<file path="src/rtl/wtl_pkg.sv">
package wtl_pkg;
  // access size codes on the snoop ports
  typedef enum logic [1:0] {
    SZ_BYTE = 2'd0,
    SZ_HALF = 2'd1,
    SZ_WORD = 2'd2
  } wtl_size_e;

  localparam logic [3:0] MODE_ANY  = 4'b0001;
  localparam logic [3:0] MODE_WORD = 4'b0010;
  localparam logic [3:0] MODE_HALF = 4'b0100;
  localparam logic [3:0] MODE_BYTE = 4'b1000;

  localparam int unsigned REC_BYTES = 8;  // two 32-bit beats per record
  localparam int unsigned SRC_LSB   = 8;  // source number position in beat 2
endpackage

</file>
<file path="src/rtl/wtl_match.sv">
module wtl_match
  import wtl_pkg::*;
#(
  parameter int unsigned AW = 32,
  parameter int unsigned DW = 32,
  localparam int unsigned NB = DW / 8
) (
  input  logic          en,
  input  logic          valid,
  input  logic [AW-1:0] addr,
  input  logic [DW-1:0] data,
  input  logic [1:0]    size,
  input  logic [3:0]    mode,
  input  logic [DW-1:0] pattern,
  input  logic [NB-1:0] byte_ign,
  input  logic [AW-1:0] win_lo,
  input  logic [AW-1:0] win_hi,
  output logic          hit
);
  function automatic logic masked_eq(logic [DW-1:0] d, logic [DW-1:0] p,
                                     logic [NB-1:0] ign);
    for (int b = 0; b < NB; b++)
      if (!ign[b] && d[8*b +: 8] != p[8*b +: 8]) return 1'b0;
    return 1'b1;
  endfunction

  logic in_win, size_sel, pat_ok;

  always_comb begin
    in_win   = (addr >= win_lo) && (addr <= win_hi);
    size_sel = (mode == MODE_WORD && size == SZ_WORD) ||
               (mode == MODE_HALF && size == SZ_HALF) ||
               (mode == MODE_BYTE && size == SZ_BYTE);
    pat_ok   = masked_eq(data, pattern, byte_ign);
    hit      = en && valid && in_win && ((mode == MODE_ANY) || (size_sel && pat_ok));
  end
endmodule

</file>
<file path="src/rtl/wtl_arb.sv">
module wtl_arb #(
  parameter int unsigned NSRC = 3,
  parameter int unsigned AW   = 32,
  localparam int unsigned SW  = (NSRC > 1) ? $clog2(NSRC) : 1
) (
  input  logic             clk,
  input  logic             rst_n,
  input  logic [NSRC-1:0]  hit,
  input  logic [NSRC*AW-1:0] addr,
  input  logic [2*NSRC-1:0]  size,
  input  logic             take,
  output logic             gnt_vld,
  output logic [SW-1:0]    gnt_src,
  output logic [AW-1:0]    gnt_addr,
  output logic [1:0]       gnt_size
);
  logic [NSRC-1:0]    pend;
  logic [NSRC-1:0]    gnt_oh;
  logic [NSRC*AW-1:0] pend_addr;
  logic [2*NSRC-1:0]  pend_size;
  logic               found;

  // lowest source number wins
  always_comb begin
    found   = 1'b0;
    gnt_src = '0;
    for (int i = 0; i < NSRC; i++)
      if (!found && pend[i]) begin
        found   = 1'b1;
        gnt_src = SW'(i);
      end
    gnt_vld  = take && found;
    gnt_oh   = gnt_vld ? (NSRC'(1) << gnt_src) : '0;
    gnt_addr = pend_addr[gnt_src*AW +: AW];
    gnt_size = pend_size[gnt_src*2 +: 2];
  end

  for (genvar i = 0; i < NSRC; i++) begin : g_slot
    logic          pv;
    logic [AW-1:0] pa;
    logic [1:0]    ps;
    always_ff @(posedge clk or negedge rst_n) begin
      if (!rst_n) begin
        pv <= 1'b0;
        pa <= '0;
        ps <= '0;
      end else if (hit[i] && (!pv || gnt_oh[i])) begin
        pv <= 1'b1;
        pa <= addr[i*AW +: AW];
        ps <= size[i*2 +: 2];
      end else if (gnt_oh[i]) begin
        pv <= 1'b0;
      end
    end
    assign pend[i]               = pv;
    assign pend_addr[i*AW +: AW] = pa;
    assign pend_size[i*2 +: 2]   = ps;

    if (i > 0) begin : g_prio
      a_r8_lower_first: assert property (@(posedge clk) disable iff (!rst_n)
        gnt_oh[i] |-> (pend[i-1:0] == '0));
    end
  end

  a_r8_single_grant: assert property (@(posedge clk) disable iff (!rst_n)
    $onehot0(gnt_oh));
endmodule

</file>
<file path="src/rtl/wtl_ring.sv">
module wtl_ring
  import wtl_pkg::*;
#(
  parameter int unsigned AW = 32,
  parameter int unsigned DW = 32,
  parameter int unsigned SW = 2
) (
  input  logic          clk,
  input  logic          rst_n,
  input  logic          gnt_vld,
  input  logic [SW-1:0] gnt_src,
  input  logic [AW-1:0] gnt_addr,
  input  logic [1:0]    gnt_size,
  input  logic [AW-1:0] cfg_base,
  input  logic [AW-1:0] cfg_end,
  input  logic          cfg_wrap_en,
  input  logic          ptr_reload,
  input  logic          wrap_clr,
  output logic          take,
  output logic          lw_valid,
  output logic [AW-1:0] lw_addr,
  output logic [DW-1:0] lw_data,
  output logic [AW-1:0] next_ptr,
  output logic          wrapped
);
  localparam logic [AW:0] REC_EXT = (AW+1)'(REC_BYTES);

  function automatic logic rec_fits(logic [AW-1:0] p, logic [AW-1:0] e);
    return ({1'b0, p} + REC_EXT) <= {1'b0, e};
  endfunction

  typedef enum logic [1:0] {ST_IDLE, ST_B0, ST_B1} st_e;

  st_e           st;
  logic [AW-1:0] ptr, rec_addr, ptr_inc;
  logic [SW-1:0] rec_src;
  logic [1:0]    rec_size;
  logic          flag;
  logic          start_ev, adv_ev, wrap_ev;

  assign ptr_inc  = ptr + AW'(REC_BYTES);
  assign take     = (st == ST_IDLE);
  assign start_ev = take && gnt_vld && rec_fits(ptr, cfg_end);
  assign adv_ev   = (st == ST_B1) && !ptr_reload;
  assign wrap_ev  = adv_ev && cfg_wrap_en && !rec_fits(ptr_inc, cfg_end);

  always_ff @(posedge clk or negedge rst_n) begin
    if (!rst_n) begin
      st       <= ST_IDLE;
      ptr      <= '0;
      flag     <= 1'b0;
      rec_addr <= '0;
      rec_src  <= '0;
      rec_size <= '0;
    end else begin
      case (st)
        ST_IDLE: if (start_ev) begin
          st       <= ST_B0;
          rec_addr <= gnt_addr;
          rec_src  <= gnt_src;
          rec_size <= gnt_size;
        end
        ST_B0:   st <= ST_B1;
        default: st <= ST_IDLE;
      endcase
      if (ptr_reload)   ptr <= cfg_base;
      else if (wrap_ev) ptr <= cfg_base;
      else if (adv_ev)  ptr <= ptr_inc;
      if (wrap_ev)       flag <= 1'b1;
      else if (wrap_clr) flag <= 1'b0;
    end
  end

  always_comb begin
    lw_valid = (st != ST_IDLE);
    lw_addr  = (st == ST_B1) ? ptr + AW'(4) : ptr;
    lw_data  = '0;
    if (st == ST_B1) begin
      lw_data[SRC_LSB +: SW] = rec_src;
      lw_data[1:0]           = rec_size;
    end else begin
      lw_data = DW'(rec_addr);
    end
  end

  assign next_ptr = ptr;
  assign wrapped  = flag;

  a_r7_second_beat: assert property (@(posedge clk) disable iff (!rst_n)
    (st == ST_B0 && !ptr_reload) |=> (lw_valid && lw_addr == $past(lw_addr) + AW'(4)));
  a_r9_wrap_to_base: assert property (@(posedge clk) disable iff (!rst_n)
    wrap_ev |=> (next_ptr == $past(cfg_base) && wrapped));
  a_r10_flag_sticky: assert property (@(posedge clk) disable iff (!rst_n)
    (wrapped && !wrap_clr) |=> wrapped);
  a_r11_idle_ptr_hold: assert property (@(posedge clk) disable iff (!rst_n)
    (take && !ptr_reload) |=> (next_ptr == $past(next_ptr)));
  a_r12_reload: assert property (@(posedge clk) disable iff (!rst_n)
    ptr_reload |=> (next_ptr == $past(cfg_base)));
endmodule

</file>
<file path="src/rtl/bus_write_tracer.sv">
module bus_write_tracer #(
  parameter int unsigned NSRC = 3,
  parameter int unsigned AW   = 32,
  parameter int unsigned DW   = 32,
  localparam int unsigned NB  = DW / 8,
  localparam int unsigned SW  = (NSRC > 1) ? $clog2(NSRC) : 1
) (
  input  logic               clk,
  input  logic               rst_n,
  input  logic [NSRC-1:0]    cfg_src_en,
  input  logic [3:0]         cfg_mode,
  input  logic               cfg_wrap_en,
  input  logic [DW-1:0]      cfg_pattern,
  input  logic [NB-1:0]      cfg_byte_ign,
  input  logic [AW-1:0]      cfg_win_lo,
  input  logic [AW-1:0]      cfg_win_hi,
  input  logic [AW-1:0]      cfg_ring_base,
  input  logic [AW-1:0]      cfg_ring_end,
  input  logic               ptr_reload,
  input  logic               wrap_clr,
  input  logic [NSRC-1:0]    snp_valid,
  input  logic [NSRC*AW-1:0] snp_addr,
  input  logic [NSRC*DW-1:0] snp_data,
  input  logic [2*NSRC-1:0]  snp_size,
  output logic               lw_valid,
  output logic [AW-1:0]      lw_addr,
  output logic [DW-1:0]      lw_data,
  output logic [AW-1:0]      next_ptr,
  output logic               wrapped
);
  logic [NSRC-1:0] hit;
  logic            take, gnt_vld;
  logic [SW-1:0]   gnt_src;
  logic [AW-1:0]   gnt_addr;
  logic [1:0]      gnt_size;

  for (genvar s = 0; s < NSRC; s++) begin : g_src
    wtl_match #(.AW(AW), .DW(DW)) match_i (
      .en(cfg_src_en[s]), .valid(snp_valid[s]),
      .addr(snp_addr[s*AW +: AW]), .data(snp_data[s*DW +: DW]),
      .size(snp_size[s*2 +: 2]), .mode(cfg_mode),
      .pattern(cfg_pattern), .byte_ign(cfg_byte_ign),
      .win_lo(cfg_win_lo), .win_hi(cfg_win_hi), .hit(hit[s])
    );
  end

  wtl_arb #(.NSRC(NSRC), .AW(AW)) arb_i (
    .clk(clk), .rst_n(rst_n), .hit(hit), .addr(snp_addr), .size(snp_size),
    .take(take), .gnt_vld(gnt_vld), .gnt_src(gnt_src),
    .gnt_addr(gnt_addr), .gnt_size(gnt_size)
  );

  wtl_ring #(.AW(AW), .DW(DW), .SW(SW)) ring_i (
    .clk(clk), .rst_n(rst_n), .gnt_vld(gnt_vld), .gnt_src(gnt_src),
    .gnt_addr(gnt_addr), .gnt_size(gnt_size), .cfg_base(cfg_ring_base),
    .cfg_end(cfg_ring_end), .cfg_wrap_en(cfg_wrap_en), .ptr_reload(ptr_reload),
    .wrap_clr(wrap_clr), .take(take), .lw_valid(lw_valid), .lw_addr(lw_addr),
    .lw_data(lw_data), .next_ptr(next_ptr), .wrapped(wrapped)
  );

  a_r2_mode_onehot: assert property (@(posedge clk) disable iff (!rst_n)
    (|hit) |-> $onehot(cfg_mode));
  a_r4_enabled_only: assert property (@(posedge clk) disable iff (!rst_n)
    ((hit & ~cfg_src_en) == '0));
endmodule

</file>
<file path="config.mk">
export PLATFORM = sky130hd
export DESIGN_NAME = bus_write_tracer
export DESIGN_NICKNAME = d
export VERILOG_FILES = /design/src/rtl/wtl_pkg.sv /design/src/rtl/wtl_match.sv /design/src/rtl/wtl_arb.sv /design/src/rtl/wtl_ring.sv /design/src/rtl/bus_write_tracer.sv
export SDC_FILE = /design/constraint.sdc
export NUM_CORES = 1
export LEC_CHECK = 0
export ABC_AREA = 1
export CORE_AREA = 5 5 230 277
export DETAILED_ROUTE_END_ITERATION = 6
export DIE_AREA = 0 0 235 282
export DONT_BUFFER_PORTS = 1
export GPL_TIMING_DRIVEN = 0
export PLACE_DENSITY_LB_ADDON = 0.08
export SYNTH_ARGS = -nofsm -noshare
export SYNTH_HDL_FRONTEND = slang
export SYNTH_SLANG_ARGS = --single-unit
export TNS_END_PERCENT = 5
</file>
<file path="constraint.sdc">
create_clock -name clk -period 3.3 [get_ports clk]
set_input_delay 0.33 -clock clk [delete_from_list [all_inputs] [get_ports clk]]
set_output_delay 0.33 -clock clk [all_outputs]
set_load 0.01 [all_outputs]
</file>
# Yosys cells after proc, flatten, opt, wreduce, memory -nomap -nowiden
# Cells that the tools add are included.
# Widths: inputs -> output; s select.
op_classes:
  n_reduce_logical: 81
  eq_ne: 25
  addsub: 4
  n_mux: 84
  magnitude_cmp: 8
  shift: 3
op_table:
  columns: ["op", "count"]
  rows:
  - ["$mux 32", 4]
  - ["$ge 32x32->1", 3]
  - ["$le 32x32->1", 3]
  - ["$ne 8x8->1", 12]
  - ["$shiftx 96x8->32", 1]
  - ["$mux 1", 72]
  - ["$add 32x4->33 const B", 2]
  - ["$le 33x32->1", 2]
  - ["$logic_and 1x1->1", 47]
  - ["$add 32x3->32 const B", 1]
  - ["$add 32x4->32 const B", 1]
  - ["$mux 22", 1]
  - ["$logic_or 1x1->1", 12]
  - ["$logic_not 1->1", 11]
  - ["$reduce_bool 2->1", 5]
  - ["$eq 2x1->1 const B", 4]
  - ["$eq 2x2->1 const B", 4]
  - ["$logic_not 2->1", 4]
  - ["$mux 2", 4]
  - ["$mux 6", 1]
  - ["$shiftx 6x4->2", 1]
  - ["$eq 4x1->1 const B", 1]
  - ["$eq 4x2->1 const B", 1]
  - ["$eq 4x3->1 const B", 1]
  - ["7 further kinds", 7]
word_totals:
  output_inout_bits: 98
  input_bits: 377
  word_cells: 220
  ff_bits: 176

# Depth between registers and ports, before layout
depth:
  depth_word: 15
  depth_mapped: 31
  mapped_depth_nobuf: 30

# Hierarchy
# A second synthesis with hierarchy kept.
unflattened:
  cells_unflattened: 2873
  hier_area_um2: 18919.4
by_module_without_submodules:
  columns: ["mod", "seq_area_each_um2", "area_per_inst_um2", "cells_per_inst", "instances"]
  rows:
  - ["wtl_ring", 1776.7, 7143.1, 1075, 1]
  - ["wtl_match", 0.0, 2285.9, 397, 3]
  - ["wtl_arb", 2627.5, 4918.5, 607, 1]

# Worst setup path before layout
# Ideal clock, no wire load.
synth_timing:
  path_kind: "reg-to-reg"
  start: "register ring_i.ptr[3], in the netlist ring_i.next_ptr[3]"
  end: "register ring_i.ptr[6], in the netlist ring_i.next_ptr[6]"
  stages_incl_launch_ff: 28
  slack_ps: -407
  t_arrival_ps: 3584
  n_path_buf: 1
  t_required_ps: 3177
  period_less_slack_ps: 3707
  setup_ps: 123
  path_cell_list: "dfrtp_1 ha_1 nand3_4 inv_2 nand2_2 xnor2_2 inv_1 nor2_1 nand4_1 nor3_1 xor2_1 ha_1 nand2_1 nor2_1 nand3_1 nor2_1 nand2_1 nand3_1 nand2_1 nand2_1 nand2_1 nand2_1 nand2_1 nand2_2 nand2_4 buf_4 nand3_1 nand3_2"
synth_between:
  elab_chain_cells: 7
  elab_cells_between_ends: 9
  classes_between: "add/sub (2); order compare (1); mux (3); reduce/logical (3)"
synth_rtl:
  columns: ["element", "line_no", "source"]
  rows:
  - ["from (decl)", "wtl_ring.sv:35", "logic [AW-1:0] ptr, rec_addr, ptr_inc;"]
  - ["from (signal assigned)", "wtl_ring.sv:66", "if (ptr_reload) ptr <= cfg_base;"]
  - ["from (signal assigned)", "wtl_ring.sv:67", "else if (wrap_ev) ptr <= cfg_base;"]
  - ["from (signal assigned)", "wtl_ring.sv:68", "else if (adv_ev) ptr <= ptr_inc;"]
  - ["$add 32x4->32 *", "wtl_ring.sv:41", "assign ptr_inc = ptr + AW'(REC_BYTES);"]
  - ["$add 32x4->33", "wtl_ring.sv:29", "return ({1'b0, p} + REC_EXT) <= {1'b0, e};"]
  - ["$le 33x32->1", "wtl_ring.sv:29", null]
  - ["$logic_not 1->1", "wtl_ring.sv:45", "assign wrap_ev = adv_ev && cfg_wrap_en && !rec_fits(ptr_inc, cfg_end);"]
  - ["$logic_and 1x1->1", "wtl_ring.sv:45", null]
  - ["$mux 32", "wtl_ring.sv:67", null]
  - ["$mux 32", "wtl_ring.sv:66", null]
# Every way passes the cells marked *; elsewhere a longest branch is shown, timed or not. The select of a mux whose other input is x is not followed.
# A chain may end at the register's enable or synchronous reset.

# Worst setup path in the final report
layout_timing:
  start: "register ring_i.ptr[14], in the netlist ring_i.next_ptr[14]"
  end: "register ring_i.ptr[13], in the netlist ring_i.next_ptr[13]"
layout_between:
  elab_chain_cells: 7
  elab_cells_between_ends: 8
  classes_between: "add/sub (2); order compare (1); mux (2); reduce/logical (3)"
layout_rtl:
  columns: ["element", "line_no"]
  rows:
  - ["$add 32x4->32 *", "wtl_ring.sv:41"]
  - ["$add 32x4->33 *", "wtl_ring.sv:29"]
  - ["$le 33x32->1 *", "wtl_ring.sv:29"]
  - ["$logic_not 1->1 *", "wtl_ring.sv:45"]
  - ["$logic_and 1x1->1 *", "wtl_ring.sv:45"]
  - ["$mux 32", "wtl_ring.sv:67"]
  - ["$mux 32", "wtl_ring.sv:66"]
# Every way passes the cells marked *; elsewhere a longest branch is shown, timed or not.

==> flow_summary.ini <==
[job]
max-cap-violations = 0

[timing]
period_needed_ns = 4.08
hold_ws_ns = -0.414
relSlewSlack_pct = 40.2
finClkSkew_ns = 0.0111
finalHoldViolations = 176
rsz0062_at_grt = yes
tightest_slew_ns = 0.897
setup_slack_ns = -0.783
period_share_pct = 124
finalMaxSlewViolations = 0
max_freq_mhz = 245
setup_violations = 84

[layout]
stdcell_count = 3590
drive_gt1_share_pct = 13.7
area_growth_pct = 21.1
final_util_pct = 36.1
final_nets = 3400

[floorplanning]
coreArea_mm2 = 0.0606
dieArea_mm2 = 0.0663
die_h_um = 282
ios = 475
num_rows = 99
start_util_pct = 29.8
die_width_um = 235

[logic_synthesis]
yosysTopAreaCell = dfrtp_1
synth_edf_count = 0
syn-instance-count = 2618
async_reset_ff_share_pct = 100
synth_nets = 3251
avgSynthCellArea_um2 = 6.89
ys_ff_latch = 176
yosysMostFrequentCell = nand2_1
ys_warn_count = 0
synth_area_mm2 = 0.0180
netlist_top_cells_count = nand2_1, inv_1, ha_1
synth_ff_type = dfrtp_1
yosysTopAreaCellShare_pct = 24.4
ys_seq_area_share_pct = 24.4
netlist_top_cells_area = dfrtp_1, ha_1, nand2_1
ys_types = 45

[cts]
clkTransAtPathRegs_ns = 0.07
postCtsHoldBufs = 78
cts_tree = done
cts_made_buffers = 17
clock-root-buffer = clkbuf_16
clockBufferDepth = 2
clkLatencyLatePin_ns = 0.47
cts_sinks = 176
cts_htree_levels = 4

[route]
viasPerCell = 4.98
drc = 0
wl_per_cell_um = 22.2
ant_nets = 0
drt_pass1_iterations = 5
first_iter_violations = 848
vias = 17900
drt-total-wl_mm = 79.7

[pwr]
comb_power_share_pct = 32.8
pwr-share-seq_pct = 37.1
total_leakage_power_nw = 11.0
p_per_area_mw_per_mm2 = 348
pwr-share-clk_pct = 30.1
p_int_mw = 4.74
switching_share_pct = 37.6
vdd_drop_max_mv = 0.406
p_switching_mw = 2.86

[worst_hold_path]
hold_path_class = in2async

[critical_path]
path_delay_family = simple AND/OR/NAND/NOR gates
crit_path_end_kind = flop
crit_type = reg2reg
arrival_ns = 4.43
path_depth = 25
r2r_slack_ns = -0.78
worst-path-buf-inv = 2
crit_required_ns = 3.65
cp_slowest_stage_delay_ns = 0.51
critPathCapture = ring_i.next_ptr[13]$_DFFE_PN0P_
crit_start = ring_i.next_ptr[14]$_DFFE_PN0P_
worst_r2r_path_depth = 25
r2r-end = ring_i.next_ptr[13]$_DFFE_PN0P_
slowest_stage = dfrtp_2
critPathLaunchType = flop
cp_max_fo = 10
r2r-start = ring_i.next_ptr[14]$_DFFE_PN0P_

[global_routing]
antenna_found_initial = 0
grt_pass1_vias = 18600
globalRouteTotalUtil_pct = 23.0
grt.overflow.total = 0
grt_pass1_wl_mm = 116
grt_max_degree = 177

[place]
dp.cells = 3426
pre_cts_ws_ns = -1.62
io_buffers = 0
dp_hpwl_mm = 66.5
gp_congestion = 0.906

[status]
violations = hold timing, setup timing
status = finished with violations
==> metrics by stage <==
stage          power, mW  TNS, ns  instance area, µm²
4_1_cts             7.59   -48.38               21400
5_1_grt             8.09   -60.26               21800
3_3_place_gp        5.03  -137.46               19100
3_5_place_dp        5.08  -132.89               19100
2_1_floorplan       4.36    -3.05               18100
6_report            7.60   -41.13               21900
==> how the worst min path moves through the flow <==
stage | start | to
3_3_place_gp | rst_n | arb_i.g_slot[0].pa[29]$_DFFE_PN0P_
2_1_floorplan | rst_n | arb_i.g_slot[0].pa[0]$_DFFE_PN0P_
4_1_cts | rst_n | arb_i.g_slot[0].pa[28]$_DFFE_PN0P_
6_report | rst_n | arb_i.g_slot[0].pa[28]$_DFFE_PN0P_
3_5_place_dp | rst_n | arb_i.g_slot[0].pa[28]$_DFFE_PN0P_
5_1_grt | rst_n | arb_i.g_slot[2].pa[21]$_DFFE_PN0P_
==> logic make-up (layout without fill, tap and decap cells) <==
logic type,Yosys count,after routing,share of synthesized area [%]
other,0,2,0
flip-flops,176,176,24.4
AO/OA/AOI/OAI,355,355,10.6
XOR/XNOR,117,117,5.80
AND/OR/NAND/NOR,1251,1251,31.4
buffers and inverters,463,625,10.0
adder cells (fa/ha/maj),256,256,17.7
==> flip-flops by register name (all words and copies together) (netlist names) <==
| register | cells |
|---|---|
| ring_i.next_ptr | 32 |
| arb_i.g_slot.pv | 3 |
| ring_i.rec_src | 2 |
| ring_i.rec_size | 2 |
| ring_i.rec_addr | 32 |
| arb_i.g_slot.ps | 6 |
| ring_i.st | 2 |
| ring_i.wrapped | 1 |
| arb_i.g_slot.pa | 96 |
==> cell usage in the layout (no fill, tap or decap), types with 11 or more instances in the layout <==
cell and count:
o21a_1 11, a21oi_1 122, buf_4 41, dfrtp_1 155, nor2_4 24, nand3_2 62
nand2_4 15, xnor2_1 37, a31oi_1 37, nand2_1 606, clkbuf_16 19, nor2_2 12
or2_2 36, dfrtp_2 21, ha_1 253, inv_2 11, nor2_1 199, nand3_1 126
inv_1 378, nand2_2 56, xor2_1 73, o21ai_0 152, nor3_1 28, dlygate4sd3_1 78
clkbuf_1 49, nand4_1 49
==> cell type report <==
cell class,count,area [µm²]
plain buffers,68,434
repair buffers,130,1260
diodes,2,5.00
clock inverters,15,206
multi-input cells,1979,12600
well taps,808,1010
flip-flops and latches,176,4430
clock buffers,17,425
fillers,6571,38700
inverters,395,1500
==> power by group through the flow <==
stage / clock network (mW) / logic, mW / registers (mW)
final: 2.29 / 2.49 / 2.82
after floorplan: 0 / 1.62 / 2.74
after detailed placement: 0 / 2.23 / 2.85
after global placement: 0 / 2.19 / 2.84
after global routing: 2.41 / 2.81 / 2.86
after CTS: 2.33 / 2.44 / 2.82
==> routing by layer <==
metal	global-route usage, %	vias to the layer above	share of wire [%]
met3	4.47	118	4.9
met2	45.5	494	54
met5	0	-	0
li1	-	8809	-
met4	8.61	0	3.9
met1	24.0	8460	37
==> repair_timing <==
| item | in CTS | in global routing |
|---|---|---|
| pin swaps | 45 | 28 |
| gates resized for setup | 143 | 65 |
| hold endpoints to repair | 254 | 176 |
| endpoints found under the setup margin | 104 | 113 |
| buffers inserted | 25 | 24 |
| cloned | 2 | 1 |
Note: power is estimated with default switching activity, not from simulation.
